**src/rtl/i2c_wr_slave.sv**
```systemverilog
module i2c_wr_slave #(
  parameter logic [3:0] DEV_CODE    = 4'b1010,
  parameter int         SYNC_STAGES = 2,
  parameter bit         BIG_ARRAY   = 1'b0,
  parameter int         CNT_W       = 4
) (
  input  logic             clk,
  input  logic             rst_n,
  input  logic             scl_i,
  input  logic             sda_i,
  input  logic [2:0]       sel_i,
  input  logic             busy_i,
  input  logic             buf_ready_i,
  output logic             sda_drive_n_o,
  output logic [8:0]       addr_ptr_o,
  output logic [7:0]       data_o,
  output logic             data_valid_o,
  output logic [CNT_W-1:0] byte_cnt_o,
  output logic             wr_done_o
);

  typedef enum logic [1:0] {ST_IDLE, ST_ADDR, ST_WORD, ST_DATA} st_t;

  logic [SYNC_STAGES:0] scl_sh, sda_sh;
  logic scl_s, scl_d, sda_s, sda_d;
  logic scl_rise, scl_fall, start_c, stop_c;
  st_t        st;
  logic [3:0] bitcnt;
  logic [7:0] shreg;
  logic [7:0] nb;
  logic       drive, ack_q, armed;
  logic       sel_ok, addr_hit;

  always_ff @(posedge clk) begin
    if (!rst_n) begin
      scl_sh <= '1;
      sda_sh <= '1;
    end else begin
      scl_sh <= {scl_sh[SYNC_STAGES-1:0], scl_i};
      sda_sh <= {sda_sh[SYNC_STAGES-1:0], sda_i};
    end
  end

  assign scl_s    = scl_sh[SYNC_STAGES-1];
  assign scl_d    = scl_sh[SYNC_STAGES];
  assign sda_s    = sda_sh[SYNC_STAGES-1];
  assign sda_d    = sda_sh[SYNC_STAGES];
  assign scl_rise = scl_s & ~scl_d;
  assign scl_fall = ~scl_s & scl_d;
  assign start_c  = scl_s & scl_d & sda_d & ~sda_s;
  assign stop_c   = scl_s & scl_d & ~sda_d & sda_s;

  assign nb       = {shreg[6:0], sda_s};
  assign sel_ok   = BIG_ARRAY ? (nb[3:2] == sel_i[2:1]) : (nb[3:1] == sel_i);
  assign addr_hit = (nb[7:4] == DEV_CODE) & sel_ok & ~nb[0] & ~busy_i;

  assign sda_drive_n_o = ~drive;

  always_ff @(posedge clk) begin
    if (!rst_n) begin
      st           <= ST_IDLE;
      bitcnt       <= '0;
      shreg        <= '0;
      drive        <= 1'b0;
      ack_q        <= 1'b0;
      armed        <= 1'b0;
      addr_ptr_o   <= '0;
      data_o       <= '0;
      data_valid_o <= 1'b0;
      byte_cnt_o   <= '0;
      wr_done_o    <= 1'b0;
    end else begin
      data_valid_o <= 1'b0;
      wr_done_o    <= 1'b0;
      if (start_c) begin
        st     <= ST_ADDR;
        bitcnt <= '0;
        drive  <= 1'b0;
        ack_q  <= 1'b0;
        armed  <= 1'b0;
      end else if (stop_c) begin
        wr_done_o <= armed;
        st        <= ST_IDLE;
        bitcnt    <= '0;
        drive     <= 1'b0;
        ack_q     <= 1'b0;
        armed     <= 1'b0;
      end else if (st != ST_IDLE) begin
        if (scl_rise) begin
          if (bitcnt < 4'd8) begin
            shreg  <= nb;
            bitcnt <= bitcnt + 4'd1;
            if (bitcnt == 4'd7) begin
              case (st)
                ST_ADDR: begin
                  ack_q <= addr_hit;
                  if (addr_hit) begin
                    st            <= ST_WORD;
                    addr_ptr_o[8] <= BIG_ARRAY ? nb[1] : 1'b0;
                  end else begin
                    st     <= ST_IDLE;
                    bitcnt <= '0;
                  end
                end
                ST_WORD: begin
                  ack_q           <= 1'b1;
                  armed           <= 1'b1;
                  addr_ptr_o[7:0] <= nb;
                  byte_cnt_o      <= '0;
                  st              <= ST_DATA;
                end
                default: begin
                  ack_q <= buf_ready_i;
                  if (buf_ready_i) begin
                    data_o       <= nb;
                    data_valid_o <= 1'b1;
                    byte_cnt_o   <= byte_cnt_o + 1'b1;
                  end else begin
                    st     <= ST_IDLE;
                    bitcnt <= '0;
                  end
                end
              endcase
            end
          end else if (bitcnt == 4'd8) begin
            bitcnt <= 4'd9;
          end
        end else if (scl_fall) begin
          if (bitcnt == 4'd8) begin
            drive <= ack_q;
          end else if (bitcnt == 4'd9) begin
            drive  <= 1'b0;
            bitcnt <= '0;
          end
        end
      end
    end
  end

  AST_ACK_EDGE_SCL_LOW: assert property (@(posedge clk) disable iff (!rst_n)
    (sda_drive_n_o != $past(sda_drive_n_o)) |-> !$past(scl_s));
  AST_VALID_ONE_CYCLE: assert property (@(posedge clk) disable iff (!rst_n)
    data_valid_o |=> !data_valid_o);
  AST_VALID_NEEDS_READY: assert property (@(posedge clk) disable iff (!rst_n)
    data_valid_o |-> $past(buf_ready_i));
  AST_IDLE_RELEASED: assert property (@(posedge clk) disable iff (!rst_n)
    (st == ST_IDLE) |-> sda_drive_n_o);
  AST_DONE_AFTER_STOP: assert property (@(posedge clk) disable iff (!rst_n)
    wr_done_o |-> $past(stop_c));
  AST_START_NO_STROBE: assert property (@(posedge clk) disable iff (!rst_n)
    $past(start_c) |-> (!data_valid_o && !wr_done_o));

endmodule

```
**config.mk**
```make
export PLATFORM = sky130hd
export DESIGN_NAME = i2c_wr_slave
export DESIGN_NICKNAME = d
export VERILOG_FILES = /design/src/rtl/i2c_wr_slave.sv
export SDC_FILE = /design/constraint.sdc
export NUM_CORES = 1
export LEC_CHECK = 0
export BUFFER_PORTS_ARGS = -buffer_cell sky130_fd_sc_hd__buf_2
export CAP_MARGIN = 10
export CORE_MARGIN = 10
export CORE_UTILIZATION = 45
export DETAILED_ROUTE_END_ITERATION = 12
export PLACE_DENSITY = 0.64
export SLEW_MARGIN = 20
export SYNTH_ARGS = -nofsm -noshare
export SYNTH_HDL_FRONTEND = slang
export SYNTH_SLANG_ARGS = --single-unit
```
**constraint.sdc**
```tcl
create_clock -name clk -period 2.86 [get_ports clk]
set_input_delay 0.286 -clock clk [delete_from_list [all_inputs] [get_ports clk]]
set_output_delay 0.286 -clock clk [all_outputs]
set_load 0.01 [all_outputs]
```
## Yosys cells after proc, flatten, opt, wreduce, memory -nomap -nowiden

Cells that the tools add are included.
W data, S select, Z words.

- Register bits: 44
- Latch bits: 0
- Memory bits (writable): 0
- ROM bits: 0
- Bits of input ports: 9
- Memories kept: 0

- Add/sub/neg operators: 2
- Multiply operators: 0
- Div/mod/pow operators: 0
- $lt $le $gt $ge: 1
- Equality and inequality tests: 11
- Shift-type cells: 0
- Mux-type cells: 25
- Bitwise logic cells: 25
- Reduce and logical (&&, ||, !) cells: 23

Operator list:

| kind | count |
|---|---|
| $mux W4 | 10 |
| $reduce_and A5 Y1 | 5 |
| $pmux W4 S2 | 2 |
| $reduce_and A8 Y1 | 2 |
| $not A1 Y1 | 15 |
| $eq A4 B4 Y1 const B | 3 |
| $reduce_bool A3 Y1 | 4 |
| $and A1 B1 Y1 | 10 |
| $reduce_bool A2 Y1 | 5 |
| $mux W1 | 9 |
| $reduce_or A9 Y1 | 1 |
| $add A4 B1 Y4 const B | 2 |
| $reduce_and A4 Y1 | 2 |
| $reduce_and A7 Y1 | 1 |
| $ne A3 B1 Y1 const B | 2 |
| $reduce_or A3 Y1 | 2 |
| $ne A5 B1 Y1 const B | 1 |
| $eq A4 B3 Y1 const B | 1 |
| $lt A4 B4 Y1 const B | 1 |
| $mux W2 | 2 |
| $pmux W2 S2 | 1 |
| $eq A3 B3 Y1 | 1 |
| $eq A2 B1 Y1 const B | 1 |
| $eq A2 B2 Y1 const B | 1 |
| 3 further kinds | 3 |

## Depth between registers and ports, before layout

- Depth in word-level cells: 12
- Depth in mapped cells: 7
- Gate-level depth less buffers: 6

## Worst setup path after synthesis

Ideal clock, no wire load.

- Kind: flip-flop to flip-flop
- Start point: register st[0]
- End point: register byte_cnt_o[2]
- Setup time: 0.119 ns
- Data arrival time: 2.001 ns
- Slack: 0.740 ns
- Cell stages (with the launch flop): 7
- Buffers on the path: 1
- Cells stage by stage: dfxtp_1 > inv_1 > ha_1 > or3b_1 > buf_6 > or4_2 > o221a_2

- Cells in the longest elaborated chain, start to end: 3
- Elaborated cells between the ends (all ways): 7
- Those cells by class: eq/ne: 2; mux: 1; bitwise: 1; reduce/logical: 3

RTL lines:

| item | line | RTL |
|---|---|---|
| from (decl) | 27 | `st_t st;` |
| from (signal assigned) | 61 | `st <= ST_IDLE;` |
| from (signal assigned) | 76 | `st <= ST_ADDR;` |
| from (signal assigned) | 83 | `st <= ST_IDLE;` |
| $eq A2 B2 Y1 or $eq A2 B1 Y1 (tied branches) | 94 | `case (st)` |
| $reduce_bool A2 Y1 (no source line) or $not A1 Y1 (tied branches) | - |  |
| $reduce_and A8 Y1 (no source line) | - |  |
| to (signal assigned) | 117 | `byte_cnt_o <= byte_cnt_o + 1'b1;` |
| to (decl) | 18 | `output logic [CNT_W-1:0] byte_cnt_o,` |

Parallel ways exist; a longest one is shown, timed or not.
A chain may end at the register's enable or synchronous reset.

## Worst setup path after layout

Ends and elaborated chain as after synthesis.

==> results list <==
- Run status: complete, no violations
- Summed over all failing endpoints, the final setup total negative slack is 0 ps.
- Root buffer selected by CTS: sky130_fd_sc_hd__clkbuf_8
- Synthesized cell area: 2080 um2
- In this run the cell area measured after placement is 2260 um2.
- CTS built an H-tree with a depth of 2.
- Pin placement for this block handled 33 I/O pins.
- Total congestion overflow: 0
* Post-route clock period utilization: 0.799
* Placed Cells: 290
* Max_cap viols: 0
- Clock tree from TritonCTS: done
* Largest cells by area after synthesis: sky130_fd_sc_hd__dfxtp_1 42%, sky130_fd_sc_hd__mux2i_1 12%, sky130_fd_sc_hd__nor2_1 6.3%
* Transition at the pin with the smallest max-transition slack: 677 ps
- Hpwl dp: 3.13 mm
* Total CTS buffers: 5
* Vertical extent of the die: 88.0 um
- Mapped Cells: 214
- Compared with the post-synthesis result, the final layout area differs by 15.1%.
* Number of hold violations in the final report: 0
- In the final layout, the share of cells above drive strength 1 is 0.208.
* Hold Path Origin: scl_i
* Nets@finish: 264
- Initial core utilization: 0.471
- Worst Setup Path Type: register to register
- In this run the tightest slew margin relative to its limit is 0.537.
- Classification of the worst-slack hold path: input pin to register
* Static leakage power: 0.000923 uW
* Portion of the post-synthesis area used by sequential elements: 0.424
* # hold bufs at CTS: 0
- For this run, the total global-route usage over all layers was measured as 0.118.
- Launch point of the worst path: st[0]
- The initial antenna violation count is 0.
- Detail-routed net length per standard cell: 14.5 um
* Core box area: 4410 um2
* Critical path required time: 3060 ps
- Share of flip-flops with an asynchronous set or reset after synthesis: 0
- The finished layout holds 297 standard cells, fillers aside.
- The number of different library cells used by synthesis comes to 47.
- The startpoint identified for the worst register-to-register timing path is st[0].
- After detailed routing, the number of remaining DRC violations is 0.
* Number of synthesis warnings: 0
* Cells on Worst Hold Path: 2
* Slowest CP cell: sky130_fd_sc_hd__or4_2
- Clk network pwr share: 0.450
* Internal: 980 uW
- RD Place Congestion: 0.809
- Clock transition at path regs: 80 ps
* Number of vias in the routed layout: 1572
* Die width: 88.0 um
- Top delay family on crit path: simple AND/OR/NAND/NOR gates
- The largest single stage delay on the critical path is 720 ps.
- Total power for the finished layout comes to 1230 uW.
* Sequential cell fraction of total power: 0.503
- Clock latency on the worst-skew pair: 300 ps
- RSZ-0062 raised after global routing: false
- Number of sinks handled by clock tree synthesis: 44
- Port Buf Inserts: 31
- The number of antenna diodes in the final layout is 0.
- Counting buffers and inverters, the worst setup path is 5 cells deep.
- Post-route clock skew: 7.13 ps
* Number of search-and-repair iterations in the first detailed-routing pass: 4
* Number of nets with antenna violations after routing: 0
* Crit path time final: 2280 ps
- Based on the critical path, the design can be clocked at up to 438 MHz.
- The number of nets in the synthesized netlist is 233.
- Total area of multi-input combinational cells: 1100 um2
- Yosys top cell area share: 0.424
- The share of total power dissipated in combinational logic is 0.047.
* Number of vias per cell: 5.29
- The synthesized design contains 0 enable-type register cells.
* Number of setup buffers added after CTS: 0
- In this run the power density over the cells is 515 nW/um2.
- The first global-routing pass estimated 7.41 mm of wire.
* Clock Tree Buf Depth: 2
- The worst setup path is launched from a register.
- Gates resized during post-CTS repair numbered 0.
* Num rows: 24
- Synthesized flop and latch total: 44
- Cell accounting for the most synthesized area: sky130_fd_sc_hd__dfxtp_1
* Maximum ir drop on the vdd rail: 0.230 mV
- In this run the mean area of a mapped cell was 9.72 um2.
* Vias in the first global route: 1616
- Final WL: 4.31 mm
* Switching share of power: 0.205
- 1st-iter DRT viols: 67
* Power dissipated by switching net loads: 252 uW
- The most used flip-flop cell after synthesis is sky130_fd_sc_hd__dfxtp_1.
- Post-Route Utilization: 0.542
- The number of buffers and inverters on the critical path is 1.
* FF/Latch Area: 881 um2
- Setup violations remaining at the end of the flow were counted as 0.
* Max Transition Viols Final: 0
* Final cell area excluding filler cells: 2390 um2
- Walking the worst path, the cells encountered are inv_1, ha_1, or3b_1, or4_2, o221a_2.
- Entering global routing, the biggest net connects 28 pins.
* Max Fanout on Critical Path: 7
* R2R cell count: 5
- The worst setup path is captured at a register.
- Fillers: 408
- Arrival time reported for the critical path endpoint: 2480 ps
- Die Footprint: 7740 um2
routing by layer:
| metal | global-route usage | up-vias | wire length (um) |
|---|---|---|---|
| met5 | 0 | - | 0 |
| met4 | 0.0522 | 0 | 72 |
| met3 | 0.0381 | 7 | 210 |
| met2 | 0.186 | 25 | 1920 |
| met1 | 0.144 | 733 | 2110 |
| li1 | - | 807 | - |
state kept, by name, indices dropped and copies added, names as in the netlist:
register,cells
bitcnt,4
byte_cnt_o,4
data_o,8
st,2
data_valid_o,1
scl_sh,3
armed,1
ack_q,1
drive,1
addr_ptr_o,8
sda_sh,3
shreg,7
wr_done_o,1
kinds of logic after synthesis:
kind of cell,synth area share
AOI/OAI and AO/OA,0.118
xor gates and xnor gates,0.0301
adders and majority gates,0.0602
buffers and inverters,0.0457
DFF,0.424
muxes,0.116
other,0.00180
and+or+nand+nor,0.205
final cells by class:
class                   instances  share of cell area
multi-input cells             150               0.461
flip-flops and latches         44               0.368
repair buffers                 34              0.0742
clock buffers                   5              0.0288
well taps                      52              0.0272
clock inverters                 2              0.0251
inverters                      10              0.0157
through the flow:
stage / hold slack, ps / setup WS [ps]
finish: 161 / 575
floorplan: 359 / 740
global placement: 390 / 644
CTS: 160 / 596
global route: 169 / 443
detailed placement: 399 / 608
synth_stat cells, types with 2 or more instances:
| cell | n |
|---|---|
| sky130_fd_sc_hd__nor2_1 | 35 |
| sky130_fd_sc_hd__xor2_1 | 4 |
| sky130_fd_sc_hd__and2_1 | 3 |
| sky130_fd_sc_hd__a2111oi_0 | 3 |
| sky130_fd_sc_hd__o221a_2 | 2 |
| sky130_fd_sc_hd__dfxtp_1 | 44 |
| sky130_fd_sc_hd__clkbuf_1 | 6 |
| sky130_fd_sc_hd__buf_6 | 2 |
| sky130_fd_sc_hd__nand3_1 | 8 |
| sky130_fd_sc_hd__nor4_1 | 2 |
| sky130_fd_sc_hd__nor3_1 | 2 |
| sky130_fd_sc_hd__a21oi_1 | 7 |
| sky130_fd_sc_hd__nand2_1 | 7 |
| sky130_fd_sc_hd__nand4_1 | 4 |
| sky130_fd_sc_hd__a2111oi_4 | 2 |
| sky130_fd_sc_hd__inv_1 | 9 |
| sky130_fd_sc_hd__mux2i_1 | 24 |
| sky130_fd_sc_hd__nor4b_1 | 3 |
| sky130_fd_sc_hd__nand2b_1 | 8 |
| sky130_fd_sc_hd__ha_1 | 10 |
| sky130_fd_sc_hd__o21ai_0 | 3 |
power groups by stage:
stage | logic [uW] | clock network, uW | registers [uW]
6_report | 58.1 | 554 | 621
2_1_floorplan | 42.7 | 0 | 633
5_1_grt | 63.7 | 590 | 622
3_5_place_dp | 57.1 | 0 | 635
3_3_place_gp | 58.2 | 0 | 635
4_1_cts | 57.6 | 568 | 621
placed cells by master (no fill, tap or decap), types with 4 or more instances in the layout:
master / n
sky130_fd_sc_hd__nor2_1: 35
sky130_fd_sc_hd__nand3_1: 8
sky130_fd_sc_hd__dfxtp_1: 44
sky130_fd_sc_hd__nand2_1: 7
sky130_fd_sc_hd__xor2_1: 4
sky130_fd_sc_hd__ha_1: 10
sky130_fd_sc_hd__nand4_1: 4
sky130_fd_sc_hd__buf_2: 31
sky130_fd_sc_hd__mux2i_1: 24
sky130_fd_sc_hd__nand2b_1: 8
sky130_fd_sc_hd__a21oi_1: 7
sky130_fd_sc_hd__inv_1: 9
sky130_fd_sc_hd__clkbuf_8: 5
worst paths after layout:
| kind | to | slack [ps] |
|---|---|---|
| setup / recovery | byte_cnt_o[2] | 580 |
| hold / removal | scl_sh[0] | 160 |
| setup reg to reg | byte_cnt_o[2] | 580 |
| hold reg to reg | sda_sh[1] | 410 |
(Power assumes the default switching activity.)
